`config.mk`:
```
export PLATFORM = sky130hd
export DESIGN_NAME = alu_status_unit
export DESIGN_NICKNAME = d
export VERILOG_FILES = /design/src/rtl/alu_status_unit.sv
export SDC_FILE = /design/constraint.sdc
export NUM_CORES = 1
export LEC_CHECK = 0
export BUFFER_PORTS_ARGS = -buffer_cell sky130_fd_sc_hd__buf_2
export CORE_MARGIN = 3
export CORE_UTILIZATION = 30
export DETAILED_ROUTE_END_ITERATION = 10
export PLACE_DENSITY_LB_ADDON = 0.08
export SLEW_MARGIN = 20
export SYNTH_ARGS = -nofsm -noshare
export SYNTH_HDL_FRONTEND = slang
export SYNTH_SLANG_ARGS = --single-unit
```
`constraint.sdc`:
```
create_clock -name clk -period 6.2 [get_ports clk]
set_clock_uncertainty 0.05 [all_clocks]
set_input_delay 0.62 -clock clk [delete_from_list [all_inputs] [get_ports clk]]
set_output_delay 0.62 -clock clk [all_outputs]
set_load 0.02 [all_outputs]
```
`src/rtl/alu_status_unit.sv`:
```
`timescale 1ns/1ps
module alu_status_unit #(
  parameter int WIDTH = 8
) (
  input  logic                     clk,
  input  logic                     rst_n,
  input  logic                     op_valid,
  input  logic [3:0]               op_sel,
  input  logic                     use_imm,
  input  logic [WIDTH-1:0]         rd_val,
  input  logic [WIDTH-1:0]         rr_val,
  input  logic [WIDTH-1:0]         imm_val,
  input  logic [$clog2(WIDTH)-1:0] bit_sel,
  input  logic                     bst_en,
  input  logic                     int_take,
  input  logic                     int_ret,
  input  logic                     ie_set,
  input  logic                     ie_clr,
  input  logic                     sreg_wr,
  input  logic [7:0]               sreg_wdata,
  output logic [WIDTH-1:0]         result,
  output logic [WIDTH-1:0]         bld_data,
  output logic [7:0]               sreg
);
  localparam int HALF = WIDTH / 2;
  localparam int MSB  = WIDTH - 1;
  localparam logic [WIDTH-1:0] ONE = {{(WIDTH-1){1'b0}}, 1'b1};

  localparam logic [3:0] OP_ADD = 4'd0,  OP_ADC = 4'd1,  OP_SUB = 4'd2,  OP_SBC = 4'd3;
  localparam logic [3:0] OP_AND = 4'd4,  OP_OR  = 4'd5,  OP_EOR = 4'd6,  OP_COM = 4'd7;
  localparam logic [3:0] OP_NEG = 4'd8,  OP_INC = 4'd9,  OP_DEC = 4'd10, OP_LSR = 4'd11;
  localparam logic [3:0] OP_ROR = 4'd12, OP_ASR = 4'd13;

  localparam int F_C = 0, F_Z = 1, F_N = 2, F_V = 3, F_S = 4, F_H = 5, F_T = 6, F_I = 7;

  logic [7:0]       sreg_q, sreg_d;
  logic [WIDTH-1:0] opb, ax, ay, res;
  logic [WIDTH:0]   sum;
  logic             ci, is_sub, half_cy, v_arith, nf, zf;

  assign opb = use_imm ? imm_val : rr_val;

  always_comb begin
    ax = rd_val;
    ay = opb;
    ci = 1'b0;
    is_sub = 1'b0;
    case (op_sel)
      OP_ADC: ci = sreg_q[F_C];
      OP_SUB: is_sub = 1'b1;
      OP_SBC: begin is_sub = 1'b1; ci = sreg_q[F_C]; end
      OP_NEG: begin ax = '0; ay = rd_val; is_sub = 1'b1; end
      OP_INC: ay = ONE;
      OP_DEC: begin ay = ONE; is_sub = 1'b1; end
      default: ;
    endcase
  end

  assign sum = is_sub ? ({1'b0, ax} - {1'b0, ay} - {{WIDTH{1'b0}}, ci})
                      : ({1'b0, ax} + {1'b0, ay} + {{WIDTH{1'b0}}, ci});

  assign half_cy = ax[HALF] ^ ay[HALF] ^ sum[HALF];
  assign v_arith = is_sub ? ((ax[MSB] != ay[MSB]) && (sum[MSB] != ax[MSB]))
                          : ((ax[MSB] == ay[MSB]) && (sum[MSB] != ax[MSB]));

  always_comb begin
    case (op_sel)
      OP_AND:  res = rd_val & opb;
      OP_OR:   res = rd_val | opb;
      OP_EOR:  res = rd_val ^ opb;
      OP_COM:  res = ~rd_val;
      OP_LSR:  res = {1'b0, rd_val[MSB:1]};
      OP_ROR:  res = {sreg_q[F_C], rd_val[MSB:1]};
      OP_ASR:  res = {rd_val[MSB], rd_val[MSB:1]};
      OP_ADD, OP_ADC, OP_SUB, OP_SBC, OP_NEG, OP_INC, OP_DEC: res = sum[MSB:0];
      default: res = rd_val;
    endcase
  end

  assign result = res;
  assign nf = res[MSB];
  assign zf = (res == '0);

  always_comb begin
    sreg_d = sreg_q;
    if (op_valid) begin
      case (op_sel)
        OP_ADD, OP_ADC, OP_SUB, OP_SBC, OP_NEG: begin
          sreg_d[F_C] = sum[WIDTH];
          sreg_d[F_H] = half_cy;
          sreg_d[F_V] = v_arith;
        end
        OP_INC, OP_DEC: sreg_d[F_V] = v_arith;
        OP_AND, OP_OR, OP_EOR, OP_COM: sreg_d[F_V] = 1'b0;
        OP_LSR, OP_ROR, OP_ASR: begin
          sreg_d[F_C] = rd_val[0];
          sreg_d[F_V] = nf ^ rd_val[0];
        end
        default: ;
      endcase
      if (op_sel < 4'd14) begin
        sreg_d[F_N] = nf;
        sreg_d[F_Z] = zf;
        sreg_d[F_S] = nf ^ sreg_d[F_V];
      end
    end
    if (bst_en) sreg_d[F_T] = rd_val[bit_sel];
    if (int_take || ie_clr) sreg_d[F_I] = 1'b0;
    else if (int_ret || ie_set) sreg_d[F_I] = 1'b1;
    if (sreg_wr) sreg_d = sreg_wdata;
  end

  always_ff @(posedge clk or negedge rst_n) begin
    if (!rst_n) sreg_q <= '0;
    else        sreg_q <= sreg_d;
  end

  assign sreg = sreg_q;

  always_comb begin
    bld_data = rd_val;
    bld_data[bit_sel] = sreg_q[F_T];
  end

  AST_SIGN_MATCH: assert property (@(posedge clk) disable iff (!rst_n)
    (op_valid && op_sel < 4'd14 && !sreg_wr) |=> (sreg[F_S] == (sreg[F_N] ^ sreg[F_V])));
  AST_ZERO_FLAG: assert property (@(posedge clk) disable iff (!rst_n)
    (op_valid && op_sel < 4'd14 && !sreg_wr) |=> (sreg[F_Z] == ($past(result) == '0)));
  AST_LOGIC_KEEP: assert property (@(posedge clk) disable iff (!rst_n)
    (op_valid && op_sel[3:2] == 2'b01 && !sreg_wr) |=>
      (!sreg[F_V] && sreg[F_C] == $past(sreg[F_C]) && sreg[F_H] == $past(sreg[F_H])));
  AST_SHIFT_CARRY: assert property (@(posedge clk) disable iff (!rst_n)
    (op_valid && op_sel >= 4'd11 && op_sel <= 4'd13 && !sreg_wr) |=> (sreg[F_C] == $past(rd_val[0])));
  AST_IDLE_HOLD: assert property (@(posedge clk) disable iff (!rst_n)
    ((!op_valid || op_sel[3:1] == 3'b111) && !sreg_wr) |=> $stable(sreg[5:0]));
  AST_INT_CLEAR: assert property (@(posedge clk) disable iff (!rst_n)
    ((int_take || ie_clr) && !sreg_wr) |=> !sreg[F_I]);
  AST_INT_SET: assert property (@(posedge clk) disable iff (!rst_n)
    ((int_ret || ie_set) && !int_take && !ie_clr && !sreg_wr) |=> sreg[F_I]);
  AST_BIT_STORE: assert property (@(posedge clk) disable iff (!rst_n)
    (bst_en && !sreg_wr) |=> (sreg[F_T] == $past(rd_val[bit_sel])));
  AST_WRITE_WINS: assert property (@(posedge clk) disable iff (!rst_n)
    sreg_wr |=> (sreg == $past(sreg_wdata)));
endmodule

```
==> out/results.ini, run 1 <==
[logic_synthesis]
synth_xor_area_share_pct = 3.57
synthSimpleGateAreaFrac_pct = 20.0
synth_area_leader_cell = ha_1
synth_edf_count = 0
yosysUniqueCellTypes = 61
synthCells = 369
seq_area_frac_synth_pct = 7.42
syn_nets = 457
syn_avg_cell_area_sq_um = 7.31
syn-cell-area_sq_um = 2700
synthMuxAreaShare_pct = 10.6
synth-compound-area-share_pct = 29.2
synth_top_family_by_area = compound AO/OA/AOI/OAI gates
synthArstFlopShare_pct = 100
yosysTopAreaCellShare_pct = 16.2
yosys_most_used_dff = dfrtp_1
synth_warnings = 0
ys_ff_latch = 8
synthAdderAreaFrac_pct = 19.2
synth_area_leaders = ha_1 (16%), dfrtp_1 (7.4%), inv_1 (5.7%)

[run_status]
status = complete, no violations

[placement]
hpwlAfterDp_mm = 7.47
placed_cells = 523
dpl_cell_area_sq_um = 3080
portBuffers = 72
place_congestion = 0.904

[timing]
rsz0062_at_grt = false
finalCritPeriodShare_pct = 81.1
worst_slew_pin_slew_ps = 707
fmax_ghz = 0.199
hold_viol = 0
fin_crit_ps = 5030
setup_viol = 0
fin_setup_tns_ps = 0
worst_slew_margin_rel_pct = 52.6
maxSlewViolCount = 0

[global_route]
track_usage_pct = 18.3
grt-ovfl-total = 0
grt_max_degree = 32
grt_pass1_wl_mm = 14.8
grt_pass1_vias = 2820
antenna_found_initial = 0

[clocking]
cts.htree.levels = 1
cts_buffers = 3
clock-root-buffer = clkbuf_8
cts_hold_buffers = 0
cts_sinks = 8
cts_tree = done
clock_latency_ps = 230
clockBufferDepth = 2
cts_setup_buffers = 0
cts-resized-gates = 0
clk_pin_slew_ps = 40

[detailed_routing]
dr.pass1.iters = 5
route.detailed.drc = 0
drtAntennaViolNets = 0
vias = 2895
wirelength_mm = 9.09
via_per_inst = 5.50
first_iter_violations = 127
wl_per_cell_um = 17.3

[floorplanning]
initial_utilization_pct = 31.9
die_y_um = 101
rows = 33
dieArea_sq_um = 10200
core_sq_um = 8460
pin_count = 73
die_x_um = 101

[finish]
diodes = 0
syn_to_final_growth_pct = 15.6
drive_gt1_share_pct = 22.8
final_area_sq_um = 3120
finalNetCount = 511
largest_reg_flops = 8
final_cell_count_no_fill = 526
finish.utilization_pct = 36.9

[run]
maxCapViolCount = 0

[pwr]
finalPower_w = 0.000485
switching_share_pct = 49.9
seq_power_share_pct = 13.3
power.density_nw_per_um2 = 156
power.internal_w = 0.000243
p_clk_share_pct = 12.8
irDropWorstVdd_mv = 0.0443
power.leakage_nw = 1.53
power_switching_w = 0.000242
p_comb_share_pct = 73.9

[min_path]
hold_class = in2async

[critical_path]
critical_path_class = in2out
critPathLaunchType = primary input
crit_fanout = 31
crit_required_ps = 5530
setup.worst_path.end_class = output port
worstPathArrival_ps = 4360

[through the flow]
stage,worst slack (ps),hold slack (ps)
detailed placement,1190,428
CTS,1180,183
global placement,1300,429
floorplan,1560,274
global route,964,193
finish,1170,183
[final cells by class]
| cell class | instances | area (sq um) |
|---|---|---|
| well taps | 105 | 131 |
| repair buffers | 72 | 360 |
| multi-input cells | 296 | 2230 |
| inverters | 42 | 158 |
| flip-flops and latches | 8 | 200 |
| fillers | 899 | 5350 |
| clock buffers | 3 | 41.3 |
[power groups by stage]
stage          sequential (W)  combinational (W)  clock [W]
2_1_floorplan       0.0000714           0.000254          0
3_3_place_gp        0.0000649           0.000360          0
3_5_place_dp        0.0000650           0.000360          0
4_1_cts             0.0000643           0.000362  0.0000650
5_1_grt             0.0000653           0.000401  0.0000662
6_report            0.0000644           0.000359  0.0000623
[cell usage after synthesis (4+ instances only)]
cell / number
nor3_1: 9
inv_1: 41
mux2_2: 9
clkbuf_1: 17
nand2_1: 31
a21oi_1: 27
dfrtp_1: 8
and2_1: 4
mux2i_1: 14
nor2_1: 29
ha_1: 35
o21ai_0: 18
and3_1: 6
a22oi_1: 4
a211oi_1: 5
o211ai_1: 5
fa_1: 4
o31ai_1: 4
nand3_1: 8
nor2b_1: 4
xnor2_1: 8
o22ai_1: 11
nand2b_1: 4
o21a_1: 5
[worst max-delay path: stages]
cell	delay, ps
buf_2	390
or4b_4	640
o22ai_1	270
ha_1	340
ha_1	280
or4_1	590
a31oi_4	180
o21a_1	190
a311oi_4	70
o221a_4	310
a21oi_1	250
buf_2	230
[final timing paths]
check	start	endpoint	slack, ps	cells past startpoint
max in group asynchronous	rst_n	sreg[5]	5750	1
setup / recovery	op_sel[3]	result[7]	1170	12
min in group clk	int_take	sreg[7]	530	2
hold / removal	rst_n	sreg[1]	180	1
hold reg to reg	sreg[5]	sreg[5]	580	3
setup reg to reg	sreg[0]	sreg[4]	3060	12
[cells by family after synthesis]
logic type | count (synthesis)
compound gates | 111
simple gates | 110
xor+xnor | 11
fa+ha+maj | 39
flops | 8
buf+inv | 65
mux | 25
[layer usage]
layer / vias up / wire length [um] / track usage, %
met1: 1358 / 4180 / 26.5
met5: - / 0 / 0
met3: 12 / 620 / 1.45
met4: 0 / 113 / 3.42
met2: 88 / 4180 / 29.8
li1: 1437 / - / -
[placed cells by master (no fill, tap or decap), drive strengths merged, types with 9 or more instances in the layout]
cell type / n
mux2: 9
ha: 35
o21ai: 18
o22ai: 11
inv: 42
nor2: 30
mux2i: 14
buf: 72
nand2: 31
a21oi: 27
nor3: 9
No activity file was read; power rests on OpenSTA's default activity.
==> run 2, diff against run 1 <==
Settings changed: ABC_AREA from default to 1.
Clock period 6.2 ns to 4.3 ns, I/O delays scaled along.
==> run 2 against run 1 <==
Register-to-register slack worse by 1700 ps. Sequential power increased by 43%. Final cell count increased by 17%. Critical endpoint is now result[6]. Critical path type unchanged. Global-route usage is 1.2 points lower. Flip-flop and latch count did not move. Non-clock buffer count grew 2. First-iteration DRC count shrank 21%. Worst hold slack gained 150 ps. Clock-buffer cell count unchanged. Critical path depth increased by 9.
==> out/results.ini, run 2 <==
[finish]
diodes = 0  ; unchanged
drive_gt1_share_pct = 19.4  ; was 22.8%
layout_common_cells = inv_1 (92), nand2_1 (88), buf_2 (72)  ; was buf_2 (72), inv_1 (41), ha_1 (35)
syn_to_final_growth_pct = 20.2  ; was 15.6%
fill_cells = 937  ; was 899
largest_reg_flops = 8  ; unchanged
seqCellArea_sq_um = 200  ; unchanged
mostFrequentLayoutCell = inv_1  ; was buf_2
finalNetCount = 601  ; was 511
multiInputGateArea_sq_um = 1930  ; was 2230 sq um

[critical_path]
crit_buf_inv = 5  ; was 2
max_stage_delay_ps = 380  ; was 640 ps
critical_path.most_common_cell = nand2_1
cp_top_family = simple AND/OR/NAND/NOR gates  ; was compound AO/OA/AOI/OAI gates
cpMaxStageDelayCell = fa_1  ; was or4b_4
r2r-start = sreg[0]  ; unchanged
worstPathArrival_ps = 3370  ; was 4360 ps
rr_endpoint = sreg[0]  ; was sreg[4]
path_cells = buf_2 -> nor2_2 -> nand2_2 -> o21ai_0 -> fa_1 -> inv_1 -> fa_1 -> nand2_1 -> inv_1 -> o21ai_1 -> nand2_1 -> nand2_1 -> nand2_1 -> a21oi_1 -> nor2_1 -> o22ai_1 -> nand2_1 -> nand3_1 -> nand2_1 -> inv_1 -> buf_2  ; was buf_2 -> or4b_4 -> o22ai_1 -> ha_1 -> ha_1 -> or4_1 -> a31oi_4 -> o21a_1 -> a311oi_4 -> o221a_4 -> a21oi_1 -> buf_2
crit_required_ps = 3820  ; was 5530 ps
r2r_slack_ps = 1350  ; was 3060 ps
setup.worst_path.end_class = output port  ; unchanged
critical_path_class = in2out  ; unchanged
crit_fanout = 12  ; was 31
critPathLaunchType = primary input  ; unchanged
r2r_cells = 19  ; was 12

[detailed_routing]
drtAntennaViolNets = 0  ; unchanged
route.detailed.drc = 0  ; unchanged
dr.pass1.iters = 4  ; was 5
wl_per_cell_um = 13.4  ; was 17.3 um
vias = 2965  ; was 2895
via_per_inst = 4.84  ; was 5.50
wirelength_mm = 8.24  ; was 9.09 mm
first_iter_violations = 100  ; was 127

[placement]
portBuffers = 72  ; unchanged
place_congestion = 0.867  ; was 0.904
hpwlAfterDp_mm = 7.05  ; was 7.47 mm

[logic_synthesis]
synth_warnings = 0  ; unchanged
synth_area_leader_cell = ha_1  ; unchanged
synthArstFlopShare_pct = 100  ; unchanged
seq_area_frac_synth_pct = 7.86  ; was 7.42%
yosys_most_used_dff = dfrtp_1  ; unchanged
synth_edf_count = 0  ; unchanged
syn-cell-area_sq_um = 2550  ; was 2700 sq um
synthCells = 441  ; was 369
syn_avg_cell_area_sq_um = 5.77  ; was 7.31 sq um
syn_nets = 529  ; was 457
yosysMostFrequentCell = inv_1  ; unchanged
yosysTopAreaCellShare_pct = 17.2  ; was 16.2%
synth_area_leaders = ha_1 (17%), inv_1 (14%), nand2_1 (13%)  ; was ha_1 (16%), dfrtp_1 (7.4%), inv_1 (5.7%)
ys_ff_latch = 8  ; unchanged
synthTopCellsByCount = inv_1 (92), nand2_1 (88), nor2_1 (45)  ; was inv_1 (41), ha_1 (35), nand2_1 (31)
yosysUniqueCellTypes = 42  ; was 61

[run_status]
status = complete, no violations  ; unchanged

[pwr]
power.internal_w = 0.000308  ; was 0.000243 W
power.leakage_nw = 1.79  ; was 1.53 nW
p_clk_share_pct = 14.4  ; was 12.8%
p_comb_share_pct = 71.2  ; was 73.9%
seq_power_share_pct = 14.4  ; was 13.3%
irDropWorstVdd_mv = 0.0689  ; was 0.0443 mV
power.density_nw_per_um2 = 209  ; was 156 nW/um^2
switching_share_pct = 51.7  ; was 49.9%
power_switching_w = 0.000331  ; was 0.000242 W

[clocking]
cts_sinks = 8  ; unchanged
cts_tree = done  ; unchanged
cts-resized-gates = 0  ; unchanged
cts.htree.levels = 1  ; unchanged
clk_pin_slew_ps = 40  ; about the same
clock_latency_ps = 230  ; about the same
cts_setup_buffers = 0  ; unchanged
clock-root-buffer = clkbuf_8  ; unchanged
cts_buffers = 3  ; unchanged
cts_hold_buffers = 1  ; was 0
clockBufferDepth = 2  ; unchanged

[global_route]
grt_pass1_wl_mm = 13.8  ; was 14.8 mm
antenna_found_initial = 0  ; unchanged
grt_max_degree = 17  ; was 32
grt_pass1_vias = 2843  ; was 2820
track_usage_pct = 17.1  ; was 18.3%
grt-ovfl-total = 0  ; unchanged

[floorplanning]
initial_utilization_pct = 32.0  ; was 31.9%
core_sq_um = 7970  ; was 8460 sq um
dieArea_sq_um = 9630  ; was 10200 sq um
die_x_um = 98.1  ; was 101 um
pin_count = 73  ; unchanged
die_y_um = 98.1  ; was 101 um
rows = 32  ; was 33

[timing]
worst_slew_pin_slew_ps = 599  ; was 707 ps
fin_setup_tns_ps = 0  ; unchanged
setup_viol = 0  ; unchanged
hold_viol = 0  ; unchanged
fin_crit_ps = 3850
rsz0062_at_grt = false  ; unchanged
fin_hold_ws_ps = 331  ; was 183 ps
maxSlewViolCount = 0  ; unchanged
finalCritPeriodShare_pct = 89.4
fmax_ghz = 0.260
worst_slew_margin_rel_pct = 59.6  ; was 52.6%

[min_path]
min-delay-start = int_take
hold_class = in2reg  ; was in2async
hold_end = sreg[7]
hold_depth = 2

[run]
maxCapViolCount = 0  ; unchanged

run 2: cell types whose count changed after synthesis, sizes merged, moves of 9 or more:
| cell | change |
|---|---|
| inv | +58 |
| o21ai | +21 |
| a21oi | -11 |
| mux2 | -9 |
| mux2i | -14 |
| nand3 | +28 |
| nor2 | +17 |
| clkbuf | -13 |
| nand2 | +61 |
run 2: cell families after synthesis:
logic type,Yosys count,share of synthesized area (%)
DFF,8,7.86
adders and majority gates,39,20.3
AOI/OAI and AO/OA,96,22.8
and+or+nand+nor,187,31.7
buffers and inverters,108,16.3
xor gates and xnor gates,3,1.03
run 2: per-layer routing:
| metal | vias to the layer above | global-route usage [%] | part of all wire (%) |
|---|---|---|---|
| met1 | 1308 | 24.8 | 51 |
| met5 | - | 0 | 0 |
| met3 | 10 | 1.07 | 3.3 |
| li1 | 1576 | - | - |
| met4 | 0 | 3.62 | 1.6 |
| met2 | 71 | 27.9 | 44 |
run 2: area by class of cell:
class                      instances  area share, %
multi-input combinational        325           63.1
inverter                         101           12.5
timing repair buffer              74           12.3
sequential                         8           6.54
tap                              102           4.17
clock buffer                       3           1.35
run 2: power groups by stage:
| stage | sequential (W) | combinational [W] | clock, W |
|---|---|---|---|
| floorplan | 0.000105 | 0.000307 | 0 |
| global placement | 0.0000928 | 0.000456 | 0 |
| detailed placement | 0.0000931 | 0.000456 | 0 |
| CTS | 0.0000922 | 0.000459 | 0.0000947 |
| global route | 0.0000936 | 0.000522 | 0.0000967 |
| finish | 0.0000919 | 0.000455 | 0.0000919 |
run 2: worst max-delay path by stage:
stage / start / endpoint / slack, ps / depth (start not counted)
2_1_floorplan: op_sel[1] / result[5] / 860 / 18
3_3_place_gp: use_imm / result[6] / 430 / 21
3_5_place_dp: op_sel[1] / result[6] / 430 / 21
4_1_cts: op_sel[1] / result[6] / 420 / 21
5_1_grt: op_sel[1] / result[6] / 60 / 21
6_report: op_sel[1] / result[6] / 450 / 21
run 2: metrics by stage:
stage | setup WS (ps) | area [sq um] | power, W | cells | utilization [%]
final | 454 | 3060 | 0.000639 | 613 | 38.4
after global routing | 59.6 | 3060 | 0.000712 | 613 | 38.4
after CTS | 422 | 3060 | 0.000646 | 613 | 38.4
after detailed placement | 434 | 3010 | 0.000549 | 609 | 37.8
after global placement | 433 | 3010 | 0.000548 | 609 | 37.8
after floorplan | 860 | 2550 | 0.000412 | 441 | -
